File: config.mk
export PLATFORM = sky130hd
export DESIGN_NAME = wo_ctrl_slave
export DESIGN_NICKNAME = d
export VERILOG_FILES = /design/src/rtl/wo_ctrl_slave_pkg.sv /design/src/rtl/wo_sync.sv /design/src/rtl/wo_bus_cond.sv /design/src/rtl/wo_byte_fsm.sv /design/src/rtl/wo_reg_bank.sv /design/src/rtl/wo_ctrl_slave.sv
export SDC_FILE = /design/constraint.sdc
export NUM_CORES = 1
export LEC_CHECK = 0
export BUFFER_PORTS_ARGS = -buffer_cell sky130_fd_sc_hd__buf_2
export CAP_MARGIN = 20
export CORE_MARGIN = 4
export CORE_UTILIZATION = 45
export DETAILED_ROUTE_END_ITERATION = 16
export PLACE_DENSITY = 0.65
export SLEW_MARGIN = 5
export SYNTH_ARGS = -nofsm -noshare
export SYNTH_HDL_FRONTEND = slang
export SYNTH_SLANG_ARGS = --single-unit
File: constraint.sdc
create_clock -name clk -period 1.32 [get_ports clk]
set_input_delay 0.396 -clock clk [delete_from_list [all_inputs] [get_ports clk]]
set_output_delay 0.396 -clock clk [all_outputs]
set_load 0.01 [all_outputs]
File: src/rtl/wo_ctrl_slave_pkg.sv
package wo_ctrl_slave_pkg;
  typedef enum logic [2:0] {
    PH_IDLE,
    PH_ADDR,
    PH_ADDR_ACK,
    PH_DATA,
    PH_DATA_ACK,
    PH_IGNORE
  } phase_t;

  function automatic int ctrl_byte_count(input int n_clk);
    return (n_clk + 8) / 8;
  endfunction
endpackage

File: src/rtl/wo_sync.sv
module wo_sync #(
  parameter int W      = 2,
  parameter int STAGES = 2
) (
  input  logic         clk,
  input  logic         rst,
  input  logic [W-1:0] d,
  output logic [W-1:0] q
);
  logic [W-1:0] pipe [STAGES];

  generate
    for (genvar s = 0; s < STAGES; s++) begin : g_stage
      always_ff @(posedge clk) begin
        if (rst) pipe[s] <= '1;
        else if (s == 0) pipe[s] <= d;
        else pipe[s] <= pipe[(s == 0) ? 0 : s - 1];
      end
    end
  endgenerate

  assign q = pipe[STAGES-1];
endmodule

File: src/rtl/wo_bus_cond.sv
module wo_bus_cond (
  input  logic clk,
  input  logic rst,
  input  logic scl_s,
  input  logic sda_s,
  output logic scl_rise,
  output logic scl_fall,
  output logic start_det,
  output logic stop_det
);
  logic scl_q, sda_q;

  always_ff @(posedge clk) begin
    if (rst) begin
      scl_q <= 1'b1;
      sda_q <= 1'b1;
    end else begin
      scl_q <= scl_s;
      sda_q <= sda_s;
    end
  end

  assign scl_rise  = scl_s & ~scl_q;
  assign scl_fall  = ~scl_s & scl_q;
  assign start_det = scl_s & scl_q & sda_q & ~sda_s;
  assign stop_det  = scl_s & scl_q & ~sda_q & sda_s;
endmodule

File: src/rtl/wo_byte_fsm.sv
module wo_byte_fsm
  import wo_ctrl_slave_pkg::*;
#(
  parameter logic [6:0] DEV_ADDR   = 7'h69,
  parameter int         CTRL_BYTES = 2,
  parameter int         PREFIX     = 2,
  localparam int        IDXW       = $clog2(CTRL_BYTES + PREFIX + 1),
  localparam int        CIW        = (CTRL_BYTES > 1) ? $clog2(CTRL_BYTES) : 1
) (
  input  logic           clk,
  input  logic           rst,
  input  logic           sda_s,
  input  logic           scl_rise,
  input  logic           scl_fall,
  input  logic           start_det,
  input  logic           stop_det,
  output logic           wr_en,
  output logic [CIW-1:0] wr_idx,
  output logic [7:0]     wr_data,
  output logic           pull_low
);
  localparam logic [IDXW-1:0] IDX_MAX = IDXW'(CTRL_BYTES + PREFIX);
  localparam logic [IDXW-1:0] IDX_PRE = IDXW'(PREFIX);

  phase_t          phase;
  logic [3:0]      bit_cnt;
  logic [7:0]      shreg;
  logic [IDXW-1:0] byte_idx;
  logic [IDXW-1:0] rel_idx;
  logic            byte_full;

  assign rel_idx   = byte_idx - IDX_PRE;
  assign byte_full = (bit_cnt == 4'd8);

  always_ff @(posedge clk) begin
    if (rst) begin
      phase    <= PH_IDLE;
      bit_cnt  <= '0;
      shreg    <= '0;
      byte_idx <= '0;
      pull_low <= 1'b0;
      wr_en    <= 1'b0;
      wr_idx   <= '0;
      wr_data  <= '0;
    end else begin
      wr_en <= 1'b0;
      if (start_det) begin
        phase    <= PH_ADDR;
        bit_cnt  <= '0;
        byte_idx <= '0;
        pull_low <= 1'b0;
      end else if (stop_det) begin
        phase    <= PH_IDLE;
        pull_low <= 1'b0;
      end else begin
        case (phase)
          PH_ADDR, PH_DATA: begin
            if (scl_rise && !byte_full) begin
              shreg   <= {shreg[6:0], sda_s};
              bit_cnt <= bit_cnt + 4'd1;
            end else if (scl_fall && byte_full) begin
              if (phase == PH_ADDR) begin
                if (shreg == {DEV_ADDR, 1'b0}) begin
                  phase    <= PH_ADDR_ACK;
                  pull_low <= 1'b1;
                end else begin
                  phase <= PH_IGNORE;
                end
              end else begin
                phase    <= PH_DATA_ACK;
                pull_low <= 1'b1;
                if (byte_idx >= IDX_PRE && byte_idx < IDX_MAX) begin
                  wr_en   <= 1'b1;
                  wr_idx  <= rel_idx[CIW-1:0];
                  wr_data <= shreg;
                end
                if (byte_idx != IDX_MAX) byte_idx <= byte_idx + 1'b1;
              end
            end
          end
          PH_ADDR_ACK, PH_DATA_ACK: begin
            if (scl_fall) begin
              phase    <= PH_DATA;
              pull_low <= 1'b0;
              bit_cnt  <= '0;
            end
          end
          default: ;
        endcase
      end
    end
  end
endmodule

File: src/rtl/wo_reg_bank.sv
module wo_reg_bank #(
  parameter int  NUM_CLK    = 12,
  parameter int  CTRL_BYTES = 2,
  localparam int CIW        = (CTRL_BYTES > 1) ? $clog2(CTRL_BYTES) : 1,
  localparam int NBITS      = NUM_CLK + 1
) (
  input  logic             clk,
  input  logic             rst,
  input  logic             wr_en,
  input  logic [CIW-1:0]   wr_idx,
  input  logic [7:0]       wr_data,
  output logic [NBITS-1:0] flat
);
  generate
    for (genvar j = 0; j < NBITS; j++) begin : g_bit
      localparam logic       RST_VAL = (j < NUM_CLK) ? 1'b1 : 1'b0;
      localparam logic [CIW-1:0] SEL = CIW'(j / 8);
      always_ff @(posedge clk) begin
        if (rst) flat[j] <= RST_VAL;
        else if (wr_en && wr_idx == SEL) flat[j] <= wr_data[j % 8];
      end
    end
  endgenerate
endmodule

File: src/rtl/wo_ctrl_slave.sv
module wo_ctrl_slave
  import wo_ctrl_slave_pkg::*;
#(
  parameter int         NUM_CLK  = 12,
  parameter logic [6:0] DEV_ADDR = 7'h69,
  parameter int         SYNC_STG = 2
) (
  input  logic               clk,
  input  logic               rst,
  input  logic               scl_in,
  input  logic               sda_in,
  output logic               sda_pull_low,
  output logic [NUM_CLK-1:0] clk_en,
  output logic               test_mode
);
  localparam int CTRL_BYTES = ctrl_byte_count(NUM_CLK);
  localparam int CIW        = (CTRL_BYTES > 1) ? $clog2(CTRL_BYTES) : 1;

  logic [1:0]       sync_q;
  logic             scl_s, sda_s;
  logic             scl_rise, scl_fall, start_det, stop_det;
  logic             wr_en;
  logic [CIW-1:0]   wr_idx;
  logic [7:0]       wr_data;
  logic [NUM_CLK:0] ctrl_flat;

  wo_sync #(.W(2), .STAGES(SYNC_STG)) u_sync (
    .clk(clk), .rst(rst), .d({scl_in, sda_in}), .q(sync_q)
  );
  assign scl_s = sync_q[1];
  assign sda_s = sync_q[0];

  wo_bus_cond u_cond (
    .clk(clk), .rst(rst), .scl_s(scl_s), .sda_s(sda_s),
    .scl_rise(scl_rise), .scl_fall(scl_fall),
    .start_det(start_det), .stop_det(stop_det)
  );

  wo_byte_fsm #(.DEV_ADDR(DEV_ADDR), .CTRL_BYTES(CTRL_BYTES), .PREFIX(2)) u_fsm (
    .clk(clk), .rst(rst), .sda_s(sda_s),
    .scl_rise(scl_rise), .scl_fall(scl_fall),
    .start_det(start_det), .stop_det(stop_det),
    .wr_en(wr_en), .wr_idx(wr_idx), .wr_data(wr_data),
    .pull_low(sda_pull_low)
  );

  wo_reg_bank #(.NUM_CLK(NUM_CLK), .CTRL_BYTES(CTRL_BYTES)) u_bank (
    .clk(clk), .rst(rst), .wr_en(wr_en), .wr_idx(wr_idx),
    .wr_data(wr_data), .flat(ctrl_flat)
  );

  assign clk_en    = ctrl_flat[NUM_CLK-1:0];
  assign test_mode = ctrl_flat[NUM_CLK];
endmodule

==> flow_summary.json <==
{
  "final-hold-violation-count": 0,
  "path_clk_slew_ns": 0.08,
  "antenna_found_initial": 0,
  "criticalPathCategory": "reg2reg",
  "worstHoldEndpoint": "u_sync.pipe[0][1]",
  "synth.area.mux_share": 0.00494,
  "fmax_mhz": 734,
  "ctsRootBufferMaster": "clkbuf_8",
  "outcome": "complete, but fails checks",
  "synth.distinct_cells": 44,
  "ctsHoldBuffers": 0,
  "place_area_sq_mm": 0.00234,
  "leakagePower_nw": 0.993,
  "grt_max_degree": 17,
  "vias_per_cell": 5.41,
  "period_share": 1.03,
  "clockBufferDepth": 2,
  "required_ns": 1.51,
  "p_per_area_mw_per_mm2": 910,
  "slew_headroom": 0.756,
  "final.min_clock_period_ns": 1.36,
  "seq_area_frac_synth": 0.475,
  "dp_hpwl_um": 3100,
  "reg2reg_to": "u_fsm.pull_low",
  "cts.sinks": 48,
  "setup_tns_ns": -0.125,
  "min_path_cells": 2,
  "nets": 277,
  "die-area_sq_mm": 0.00564,
  "whs_ns": 0.276,
  "grt_pass1_vias": 1645,
  "slew_violations": 0,
  "path_max_fanout": 5,
  "synth-simple-area-share": 0.281,
  "synth_top_area_share": 0.475,
  "skew_ns": 0.00809,
  "firstDrtPassIters": 4,
  "syn-num-nets": 237,
  "synth_top_family_by_area": "simple AND/OR/NAND/NOR gates",
  "irDropWorstVdd_uv": 860,
  "gp_congestion": 0.829,
  "worst_pin_slew_ns": 0.366,
  "ant_nets": 0,
  "postLayoutCoreUtil": 0.603,
  "die_h_um": 75.1,
  "synth_top_cell_by_area": "dfxtp_1",
  "drt_first_iter_violations": 69,
  "area_growth_pct": 29.6,
  "r2r_start": "u_fsm.bit_cnt[0]",
  "hp-start": "scl_in",
  "avgSynthCellArea_sq_um": 8.84,
  "grt_usage": 0.163,
  "fp.coreArea_sq_mm": 0.00435,
  "fp-row-count": 24,
  "yosys_register_bits": 48,
  "grt_pass1_wl_um": 7060,
  "violations": "setup timing",
  "yosys_warnings": 0,
  "cts_buffers": 5,
  "cp-startpoint": "u_fsm.bit_cnt[0]",
  "synth_xor_area_frac": 0.0130,
  "drc_errors": 0,
  "crit_path_end_kind": "flip-flop",
  "finalWirelength_um": 4400,
  "totalPowerFinal_mw": 2.39,
  "setup_viol": 8,
  "synth_area_leaders": "dfxtp_1 (47%), nand2_1 (7.4%), a21oi_1 (5.9%)",
  "antenna_cells": 0,
  "cts_max_level": 2,
  "reg2reg_depth": 6,
  "drive_above_1_share": 0.424,
  "initial_core_util": 0.465,
  "synthCells": 229,
  "ios": 18,
  "grt-ovfl-total": 0,
  "die_w_um": 75.1,
  "synthAdderAreaFrac": 0.0247,
  "cp.arrival_ns": 1.56,
  "start_kind": "flip-flop",
  "portBuffers": 17,
  "synth-compound-area-share": 0.163,
  "routedWlPerCell_um": 13.7,
  "setup_ws_ns": -0.0421,
  "min_path_type": "in2reg",
  "clk_latency_ns": 0.30,
  "vias": 1736,
  "rsz0062_at_grt": "true",
  "ff2ff_setup_slack_ns": -0.04,
  "cts_tree": "done",
  "cap_violations": 0,
  "design_area_sq_mm": 0.00262,
  "synth_area_sq_mm": 0.00202
}
[sequential cells by signal, summed over array words and instances, names as in the netlist]
signal and flops:
u_bank.flat 13, u_cond.scl_q 1, u_cond.sda_q 1, u_fsm.bit_cnt 4, u_fsm.byte_idx 3, u_fsm.phase 3, u_fsm.pull_low 1, u_fsm.shreg 8
u_fsm.wr_data 8, u_fsm.wr_en 1, u_fsm.wr_idx 1, u_sync.pipe 4
[kinds of logic after synthesis]
group           Yosys count
buf+inv                  18
simple gates            104
fa+ha+maj                 4
xor+xnor                  3
mux                       1
compound gates           51
flops                    48
[synthesized netlist by cell type]
cell type and count:
nand3_1 17, o21ai_0 10, nor3_1 2, a211oi_1 1
a211o_1 4, nor4_1 1, and4b_1 1, nand2b_1 2
and2b_1 1, and4bb_4 1, o21a_1 1, a41oi_1 1
buf_1 1, buf_4 2, and3_1 5, xnor2_1 1
and2_1 1, and2_4 1, and4bb_2 2, nand2_2 1
nand2_1 40, o21a_4 1, clkbuf_1 6, inv_1 6
a2111oi_4 1, nor2_1 3, mux2i_1 1, or2_2 7
nand3b_1 9, ha_1 4, o211a_1 1, a21boi_0 1
buf_2 3, nand4b_1 2, xor2_1 2, nand4_1 1
a31oi_1 4, a21oi_1 24, or3_1 1, nor2b_1 5
o221a_2 1, o21ai_1 1, and3b_1 1, dfxtp_1 48
[how the worst max path moves through the flow]
stage	end	slack, ns
floorplan	u_fsm.pull_low	0.005
global placement	u_fsm.phase[2]	-0.04
detailed placement	u_fsm.byte_idx[2]	-0.08
CTS	u_fsm.pull_low	-0.05
global route	u_fsm.pull_low	-0.09
finish	u_fsm.pull_low	-0.04
[worst max-delay path: stages (launching register included)]
cell and delay (ns):
dfxtp_2 0.34, inv_2 0.05, ha_4 0.15, and3b_2 0.24
and2_4 0.17, o21a_4 0.13, o211a_1 0.19
[per-layer routing]
| metal | global-route usage | vias up | wire length, um |
|---|---|---|---|
| met3 | 0.0360 | 9 | 146 |
| met2 | 0.296 | 35 | 2270 |
| met4 | 0.0593 | 0 | 78 |
| met5 | 0 | - | 0 |
| met1 | 0.187 | 813 | 1900 |
| li1 | - | 879 | - |
[final cells by class]
type                            count  area, sq um
Clock buffer                        6         72.6
Clock inverter                      1         5.00
Fill cell                         389         1730
Inverter                            6         22.5
Multi-Input combinational cell    163         1180
Sequential cell                    48          967
Tap cell                           52         65.1
Timing Repair Buffer               45          315
[power breakdown]
group	internal, mW	switching, mW	total [mW]
sequential	1.46	0.00949	1.47
combinational	0.0433	0.0557	0.0990
clock	0.361	0.462	0.823
[cells in the final DEF (no fill, tap or decap), drive strengths merged, types with 2 or more instances in the layout]
cell | Yosys | layout
nor2 | 3 | 3
a31oi | 4 | 4
o21a | 2 | 2
ha | 4 | 4
nand4b | 2 | 2
and2 | 2 | 2
buf | 6 | 45
a21oi | 24 | 24
nand2b | 2 | 2
nand2 | 41 | 41
nor2b | 5 | 5
dfxtp | 48 | 48
nand3b | 9 | 9
and3 | 5 | 5
nand3 | 17 | 17
xor2 | 2 | 2
nor3 | 2 | 2
a211o | 4 | 4
or2 | 7 | 7
clkbuf | 6 | 6
and4bb | 3 | 3
inv | 6 | 6
o21ai | 11 | 11
[timing repair]
item	4_1_cts	5_1_grt
setup endpoints to repair	20	27
gates cloned	0	0
setup buffers	0	1
gates resized for setup	14	42
pin swaps	17	19
[per-stage QoR]
stage	setup slack, ns	std cells
floorplan	0.00480	229
global placement	-0.0360	313
detailed placement	-0.0798	313
CTS	-0.0529	320
global route	-0.0936	321
finish	-0.0421	321
No activity file was read; power rests on OpenSTA's default activity.
